<file path="config.mk">
export PLATFORM = sky130hd
export DESIGN_NAME = dsat_alu_top
export DESIGN_NICKNAME = d
export VERILOG_FILES = /design/src/rtl/dsat_pkg.sv /design/src/rtl/dsat_rst_sync.sv /design/src/rtl/dsat_addsub.sv /design/src/rtl/dsat_flags.sv /design/src/rtl/dsat_jump.sv /design/src/rtl/dsat_alu_top.sv
export SDC_FILE = /design/constraint.sdc
export NUM_CORES = 1
export LEC_CHECK = 0
export CORE_UTILIZATION = 61
export DETAILED_ROUTE_END_ITERATION = 10
export PLACE_DENSITY_LB_ADDON = 0.3
export SYNTH_ARGS = -nofsm -noshare
export SYNTH_HDL_FRONTEND = slang
export SYNTH_HIERARCHICAL = 1
export SYNTH_SLANG_ARGS = --single-unit
</file>
<file path="constraint.sdc">
create_clock -name clk -period 9.7 [get_ports clk]
set_clock_uncertainty 0.15 [all_clocks]
set_input_delay 1.94 -clock clk [delete_from_list [all_inputs] [get_ports clk]]
set_output_delay 1.94 -clock clk [all_outputs]
set_load 0.05 [all_outputs]
</file>
<file path="src/rtl/dsat_pkg.sv">
package dsat_pkg;
  typedef enum logic [2:0] {
    OP_NOP    = 3'd0,
    OP_ADD    = 3'd1,
    OP_SUB    = 3'd2,
    OP_NEG    = 3'd3,
    OP_SWAP   = 3'd4,
    OP_SAVE   = 3'd5,
    OP_LOAD   = 3'd6,
    OP_BRANCH = 3'd7
  } dsat_op_e;

  localparam int DSAT_DW      = 11;
  localparam int DSAT_MAX_MAG = 999;
  localparam int DSAT_PC_W    = 4;
endpackage

</file>
<file path="src/rtl/dsat_rst_sync.sv">
module dsat_rst_sync (
  input  logic clk,
  input  logic rst_n,
  output logic rst_sn
);
  logic [1:0] sync_q;

  always_ff @(posedge clk or negedge rst_n) begin
    if (!rst_n) sync_q <= 2'b00;
    else        sync_q <= {sync_q[0], 1'b1};
  end

  assign rst_sn = sync_q[1];
endmodule

</file>
<file path="src/rtl/dsat_addsub.sv">
// Saturating adder/subtractor bounded to +/- MAX_MAG, computed two bits wider.
module dsat_addsub #(
  parameter int DW      = 11,
  parameter int MAX_MAG = 999
) (
  input  logic                 clk,
  input  logic                 rst_sn,
  input  logic signed [DW-1:0] a_i,
  input  logic signed [DW-1:0] b_i,
  input  logic                 sub_i,
  output logic signed [DW-1:0] res_o
);
  localparam int EW = DW + 2;
  localparam logic signed [EW-1:0] HI_E = EW'(MAX_MAG);
  localparam logic signed [EW-1:0] LO_E = -HI_E;
  localparam logic signed [DW-1:0] HI_D = DW'(MAX_MAG);
  localparam logic signed [DW-1:0] LO_D = -HI_D;

  logic signed [EW-1:0] a_e, b_e, raw_e;

  always_comb begin
    a_e   = EW'(a_i);
    b_e   = EW'(b_i);
    raw_e = sub_i ? (a_e - b_e) : (a_e + b_e);
    if (raw_e > HI_E)      res_o = HI_D;
    else if (raw_e < LO_E) res_o = LO_D;
    else                   res_o = raw_e[DW-1:0];
  end

  // the adder output never leaves the decimal range
  a_r8_addsub_range: assert property (@(posedge clk) disable iff (!rst_sn)
    (res_o <= HI_D) && (res_o >= LO_D));
  // an in-range raw result is passed through unchanged
  a_r2_passthru: assert property (@(posedge clk) disable iff (!rst_sn)
    ((raw_e <= HI_E) && (raw_e >= LO_E)) |-> (EW'(res_o) == raw_e));
endmodule

</file>
<file path="src/rtl/dsat_flags.sv">
module dsat_flags #(
  parameter int DW = 11
) (
  input  logic                 clk,
  input  logic                 rst_sn,
  input  logic signed [DW-1:0] acc_i,
  output logic                 zero_o,
  output logic                 pos_o,
  output logic                 neg_o
);
  always_comb begin
    zero_o = (acc_i == '0);
    neg_o  = acc_i[DW-1];
    pos_o  = !zero_o && !acc_i[DW-1];
  end

  // exactly one flag is set
  a_r9_one_flag: assert property (@(posedge clk) disable iff (!rst_sn)
    $countones({zero_o, pos_o, neg_o}) == 1);
endmodule

</file>
<file path="src/rtl/dsat_jump.sv">
// Relative branch target: pc + offset bounded to [0, len-1].
module dsat_jump #(
  parameter int DW   = 11,
  parameter int PC_W = 4
) (
  input  logic                 clk,
  input  logic                 rst_sn,
  input  logic [PC_W-1:0]      pc_i,
  input  logic signed [DW-1:0] off_i,
  input  logic [PC_W:0]        len_i,
  output logic [PC_W-1:0]      tgt_o
);
  localparam int BW = ((DW > PC_W + 1) ? DW : PC_W + 1) + 2;

  logic signed [BW-1:0] pc_s, off_s, sum_s, last_s, bnd_s;

  always_comb begin
    pc_s   = $signed({{(BW-PC_W){1'b0}}, pc_i});
    off_s  = BW'(off_i);
    sum_s  = pc_s + off_s;
    if (len_i == '0) last_s = '0;
    else             last_s = $signed({{(BW-PC_W-1){1'b0}}, len_i}) - BW'(1);
    if (sum_s < 0)           bnd_s = '0;
    else if (sum_s > last_s) bnd_s = last_s;
    else                     bnd_s = sum_s;
    tgt_o = bnd_s[PC_W-1:0];
  end

  // bounded target inside [0, last]
  a_r10_bounds: assert property (@(posedge clk) disable iff (!rst_sn)
    (bnd_s >= 0) && (bnd_s <= last_s));
  // zero offset with pc inside the program keeps pc
  a_r11_zero_off: assert property (@(posedge clk) disable iff (!rst_sn)
    ((off_i == '0) && ({1'b0, pc_i} < len_i)) |-> (tgt_o == pc_i));
endmodule

</file>
<file path="src/rtl/dsat_alu_top.sv">
module dsat_alu_top #(
  parameter int DW      = dsat_pkg::DSAT_DW,
  parameter int MAX_MAG = dsat_pkg::DSAT_MAX_MAG,
  parameter int PC_W    = dsat_pkg::DSAT_PC_W
) (
  input  logic            clk,
  input  logic            rst_n,
  input  logic            exec_en,
  input  logic            stall,
  input  logic [2:0]      op,
  input  logic [DW-1:0]   operand,
  input  logic [PC_W-1:0] pc,
  input  logic [PC_W:0]   prog_len,
  output logic [DW-1:0]   acc,
  output logic            flag_zero,
  output logic            flag_pos,
  output logic            flag_neg,
  output logic [PC_W-1:0] jmp_target
);
  import dsat_pkg::*;

  localparam logic signed [DW-1:0] HI_D = DW'(MAX_MAG);
  localparam logic signed [DW-1:0] LO_D = -HI_D;

  logic                 rst_sn;
  logic signed [DW-1:0] acc_q, acc_d, bak_q, bak_d;
  logic signed [DW-1:0] as_a, as_b, as_res;
  logic                 as_sub, fire;
  dsat_op_e             op_e;

  dsat_rst_sync u_rst (.clk(clk), .rst_n(rst_n), .rst_sn(rst_sn));

  // Operand steering for the single shared saturating adder
  always_comb begin
    op_e   = dsat_op_e'(op);
    as_a   = acc_q;
    as_b   = $signed(operand);
    as_sub = 1'b0;
    unique case (op_e)
      OP_SUB:  as_sub = 1'b1;
      OP_NEG:  begin as_a = '0; as_b = acc_q; as_sub = 1'b1; end
      OP_LOAD: as_a = '0;
      default: ;
    endcase
  end

  dsat_addsub #(.DW(DW), .MAX_MAG(MAX_MAG)) u_addsub (
    .clk(clk), .rst_sn(rst_sn),
    .a_i(as_a), .b_i(as_b), .sub_i(as_sub), .res_o(as_res)
  );

  // Next-state selection
  always_comb begin
    fire  = exec_en && !stall;
    acc_d = acc_q;
    bak_d = bak_q;
    unique case (op_e)
      OP_ADD, OP_SUB, OP_NEG, OP_LOAD: acc_d = as_res;
      OP_SWAP: begin acc_d = bak_q; bak_d = acc_q; end
      OP_SAVE: bak_d = acc_q;
      default: ;
    endcase
  end

  // State registers with explicit clock enable
  always_ff @(posedge clk or negedge rst_sn) begin
    if (!rst_sn) begin
      acc_q <= '0;
      bak_q <= '0;
    end else if (fire) begin
      acc_q <= acc_d;
      bak_q <= bak_d;
    end
  end

  assign acc = acc_q;

  dsat_flags #(.DW(DW)) u_flags (
    .clk(clk), .rst_sn(rst_sn), .acc_i(acc_q),
    .zero_o(flag_zero), .pos_o(flag_pos), .neg_o(flag_neg)
  );

  dsat_jump #(.DW(DW), .PC_W(PC_W)) u_jump (
    .clk(clk), .rst_sn(rst_sn), .pc_i(pc), .off_i($signed(operand)),
    .len_i(prog_len), .tgt_o(jmp_target)
  );

  // accumulator and backup stay in the decimal range
  a_r8_acc_range: assert property (@(posedge clk) disable iff (!rst_sn)
    (acc_q <= HI_D) && (acc_q >= LO_D) && (bak_q <= HI_D) && (bak_q >= LO_D));
  // no state change without an unstalled strobe
  a_r12_hold: assert property (@(posedge clk) disable iff (!rst_sn)
    !(exec_en && !stall) |=> ($stable(acc_q) && $stable(bak_q)));
  // negation sums with the previous value to zero
  a_r4_neg: assert property (@(posedge clk) disable iff (!rst_sn)
    (exec_en && !stall && op == 3'd3) |=> ((acc_q + $past(acc_q)) == '0));
  // exchange
  a_r5_swap: assert property (@(posedge clk) disable iff (!rst_sn)
    (exec_en && !stall && op == 3'd4) |=> (acc_q == $past(bak_q) && bak_q == $past(acc_q)));
  // save keeps ACC and copies it
  a_r6_save: assert property (@(posedge clk) disable iff (!rst_sn)
    (exec_en && !stall && op == 3'd5) |=> ($stable(acc_q) && bak_q == acc_q));
endmodule

</file>
==> tab_implementation.tex <==
\begin{tabular}{lr}
\hline
Metric & Value \\
\hline
\multicolumn{2}{l}{\textbf{Timing}} \\
\quad Transition time of the tightest slew-check pin & 1.20 ns \\
\quad Portion of the clock cycle consumed by the worst path in the final layout & 85.4\% \\
\quad Worst slew slack as a fraction of its limit & 19.6\% \\
\quad Final Max Tran Viols & 0 \\
\quad Final setup viols & 0 \\
\quad Aggregate negative setup slack & 0 ns \\
\quad Final hold violation count & 0 \\
\quad Smallest setup slack after layout & 1.42 ns \\
\quad Highest achievable clock rate & $\sim$0.12 GHz \\
\quad RSZ-0062 raised after global routing & false \\
\quad Post-layout minimum cycle time & between 8 and 9 ns \\
\multicolumn{2}{l}{\textbf{Power and ir drop}} \\
\quad PnR Total Power & between 1 and 1.5 mW \\
\quad Proportion of power drawn by the clock network & about 8.0\% \\
\quad Gate power share & 72.7\% \\
\quad Total leakage power & 1.55 nW \\
\quad Switching share of power & around 50\% \\
\quad Cell Int Power & about 0.55 mW \\
\quad Share of total power in sequential cells & 19.4\% \\
\quad Pwr/cell area & just under 300 nW/µm² \\
\quad Switching power & 0.554 mW \\
\quad VDD IR max & roughly 0.22 mV \\
\multicolumn{2}{l}{\textbf{Min path}} \\
\quad Worst Hold Class & register to async pin \\
\multicolumn{2}{l}{\textbf{Logic synthesis}} \\
\quad Ranking of synthesized cells by area & sky130\_fd\_sc\_hd\_\_dfrtp\_1 19\%, sky130\_fd\_sc\_hd\_\_ha\_1 11\%, sky130\_fd\_sc\_hd\_\_mux2\_4 9.3\% \\
\quad Post-Synth Simple-Gate Area & 25.8\% \\
\quad Count of flip-flops with a built-in enable after synthesis & 0 \\
\quad Area of the mapped netlist & 3220 µm² \\
\quad Library cell occupying the most area in the post-synthesis netlist & sky130\_fd\_sc\_hd\_\_dfrtp\_1 \\
\quad Net count after synthesis & 432 \\
\quad Synth top area share & 18.7\% \\
\quad Post-synthesis sequential element count & 24 \\
\quad Synth unique cells & 73 \\
\quad Mux cell area share after synthesis & 11.9\% \\
\quad Number of cells produced by synthesis & 374 \\
\quad Complex-gate fraction of the synthesized area & 17.9\% \\
\quad Fraction of synthesis flops using an asynchronous set or reset pin & 100\% \\
\quad Dominant combinational cell family by area after synthesis & simple AND/OR/NAND/NOR gates \\
\quad Sequential element share of the synthesized area & about a fifth \\
\quad Yosys synthesis warning count & 6 \\
\quad Average footprint of a synthesized cell & roughly 8.6 µm² \\
\quad Primary flip-flop cell chosen by synthesis mapping & sky130\_fd\_sc\_hd\_\_dfrtp\_1 \\
\quad Synthesized-area fraction occupied by adder cells & 13.8\% \\
\quad Share of the synthesized netlist area taken by xor and xnor gates & just under 7\% \\
\multicolumn{2}{l}{\textbf{Place}} \\
\quad Final HPWL DP & 6240 µm \\
\quad Placed cell area & between 3000 and 4000 µm² \\
\quad Routability cong. & 0.894 \\
\quad Quantity of I/O buffers inserted on ports & 44 \\
\quad Dpl ws & $\sim$1.5 ns \\
\multicolumn{2}{l}{\textbf{Die}} \\
\quad Die Span X & 74.6 µm \\
\quad Row count & 26 \\
\quad Top-level port count & 45 \\
\quad Area inside the core boundary & 5110 µm² \\
\quad Area of the die & between 5000 and 6000 µm² \\
\quad Vert. Die Dim & 74.6 µm \\
\quad Effective utilization at floorplan & between 60\% and 70\% \\
\multicolumn{2}{l}{\textbf{Route}} \\
\quad Via count & roughly 3,000 \\
\quad Per-cell via count in the routed design & 6.31 \\
\quad WL final & approximately 8000 µm \\
\quad Post-detailed-route count of antenna-violating nets & 0 \\
\quad Residual DRC & 0 \\
\quad Number of DRC markers in iteration 0 & 180 \\
\quad Drt first pass iters & 7 \\
\quad Final routed wire length divided by cell count & about 17 µm \\
\multicolumn{2}{l}{\textbf{Global route}} \\
\quad Number of global-route vias before repair & 2,857 \\
\quad Wire length of the first global-routing pass & 13,000 µm \\
\quad Maximum number of pins on one net before global-route repair & 23 \\
\quad Number of antenna violations at the first check in global routing & 0 \\
\quad Total routing usage reported by global routing & 30.2\% \\
\quad Grt ovf & 0 \\
\multicolumn{2}{l}{\textbf{Layout}} \\
\quad Area growth from synthesis to layout & 16.3\% \\
\quad Share of post-route cells with drive strength above 1 & between 10\% and 20\% \\
\quad Post-layout instance area & 3740 µm² \\
\quad Leading cell types in the layout, fill and taps excluded & 44 x sky130\_fd\_sc\_hd\_\_clkdlybuf4s50\_1, 29 x sky130\_fd\_sc\_hd\_\_ha\_1, 26 x sky130\_fd\_sc\_hd\_\_nor3\_1 \\
\quad Most common cell after layout, fill and taps aside & sky130\_fd\_sc\_hd\_\_clkdlybuf4s50\_1 \\
\quad Antenna cells & 0 \\
\quad Total Nets Final & 467 \\
\multicolumn{2}{l}{\textbf{Worst setup path}} \\
\quad Depth of the most critical reg-to-reg path & 14 \\
\quad Launch instance of the worst register-to-register path & acc[6]\$\_DFFE\_PN0P\_ \\
\quad Worst R2R Setup Slack & 5.12 ns \\
\quad Class of the most critical setup path & input port to output port \\
\quad Max FO, Critical Path & 4 \\
\quad RR Endpoint & acc[3]\$\_DFFE\_PN0P\_ \\
\quad Signal arrival time at the worst endpoint & 6.19 ns \\
\quad Data required time at the worst endpoint & 7.61 ns \\
\quad Kind of end point of the critical path & output port \\
\quad Critical Path Start Type & input port \\
\multicolumn{2}{l}{\textbf{CTS}} \\
\quad CTS H-tree depth & 1 \\
\quad Number of buffers on the longest clock path & 2 \\
\quad Master cell of the clock root buffer & sky130\_fd\_sc\_hd\_\_clkbuf\_8 \\
\quad Clock tree from TritonCTS & built \\
\quad Number of buffers added by the clock tree synthesis step & 3 \\
\quad Number of hold buffers added after CTS & 0 \\
\quad Clock insertion delay at the later pin of the skew report & 0.27 ns \\
\quad Number of buffers inserted by post-CTS setup repair & 0 \\
\quad Number of gates resized after CTS & 0 \\
\quad Clock sink total & 24 \\
\quad Clock Pin Slew Worst Setup and Hold Paths & 0.08 ns \\
\multicolumn{2}{l}{\textbf{Status}} \\
\quad Status & complete, no violations \\
\multicolumn{2}{l}{\textbf{Flow run}} \\
\quad Count of maximum capacitance violations & 0 \\
\hline
\end{tabular}
-- through the flow --
stage / hold WS [ns] / std cells / util, %
2_1_floorplan: 0.130 / 374 / -
3_3_place_gp: 0.186 / 474 / 71.9
3_5_place_dp: 0.190 / 474 / 71.9
4_1_cts: 0.210 / 478 / 73.3
5_1_grt: 0.233 / 478 / 73.3
6_report: 0.206 / 478 / 73.3
-- how the worst max path moves through the flow --
stage / from / end / slack [ns] / cells after the start
final: operand[0] / jmp_target[1] / 1.42 / 18
after global routing: operand[0] / jmp_target[1] / 1.20 / 18
after CTS: operand[0] / jmp_target[1] / 1.45 / 18
after detailed placement: operand[0] / jmp_target[1] / 1.46 / 18
after global placement: operand[0] / jmp_target[3] / 1.60 / 18
after floorplan: pc[0] / jmp_target[0] / 2.39 / 16
-- cell families after synthesis --
| family | count (synthesis) |
|---|---|
| AND/OR/NAND/NOR | 146 |
| AO/OA/AOI/OAI | 79 |
| buffers and inverters | 37 |
| adder cells (fa/ha/maj) | 35 |
| multiplexers | 28 |
| XOR/XNOR | 24 |
| flip-flops | 24 |
| other | 1 |
-- sequential cells by signal (all words and copies together) (netlist names) --
signal / flops
acc: 11
bak_q: 11
u_rst/sync_q: 2
-- area by class of cell --
type	count	area, µm²
sequential	24	601
tap	70	87.6
multi-input combinational	313	2460
inverter	23	86.3
clock inverter	1	30.0
fill	402	1370
timing repair buffer	44	440
clock buffer	3	41.3
-- cells in the mapped netlist (all sizes together) (6+ instances only) --
master	number
dfrtp	24
nand3	9
a21o	6
nand2b	9
nand2	18
nor3	26
a21oi	15
inv	23
o21ai	15
clkbuf	9
xor2	6
xnor2	18
nor4	15
ha	29
nor2b	10
mux2	23
a31oi	12
nor2	20
and2	15
-- layer usage --
metal	global-route usage (%)	up-vias	wire length (µm)
met4	12.6	0	225
li1	-	1463	-
met1	38.8	1429	3470
met2	52.5	103	3960
met3	2.14	23	357
met5	0	-	0
-- power by group through the flow --
stage | sequential (mW) | clock [mW] | combinational [mW]
floorplan | 0.260 | 0 | 0.552
CTS | 0.212 | 0.0887 | 0.794
detailed placement | 0.213 | 0 | 0.787
finish | 0.213 | 0.0876 | 0.799
global route | 0.220 | 0.0915 | 0.873
global placement | 0.211 | 0 | 0.769
-- critical path, stage by stage --
cell                              delay (ns)
sky130_fd_sc_hd__clkdlybuf4s50_1        0.48
sky130_fd_sc_hd__ha_1                   0.17
sky130_fd_sc_hd__inv_1                  0.05
sky130_fd_sc_hd__fa_1                   0.40
sky130_fd_sc_hd__nor2b_1                0.13
sky130_fd_sc_hd__o21ai_0                0.10
sky130_fd_sc_hd__nand2b_1               0.13
sky130_fd_sc_hd__nand3_1                0.14
sky130_fd_sc_hd__or2_2                  0.31
sky130_fd_sc_hd__xnor2_1                0.13
sky130_fd_sc_hd__ha_1                   0.31
sky130_fd_sc_hd__a21o_1                 0.19
sky130_fd_sc_hd__a221oi_1               0.26
sky130_fd_sc_hd__o21ai_0                0.13
sky130_fd_sc_hd__nor2_1                 0.12
sky130_fd_sc_hd__o22ai_2                0.16
sky130_fd_sc_hd__mux2i_1                0.19
sky130_fd_sc_hd__clkdlybuf4s50_1        0.85
Power figures use the tool's default switching activity.
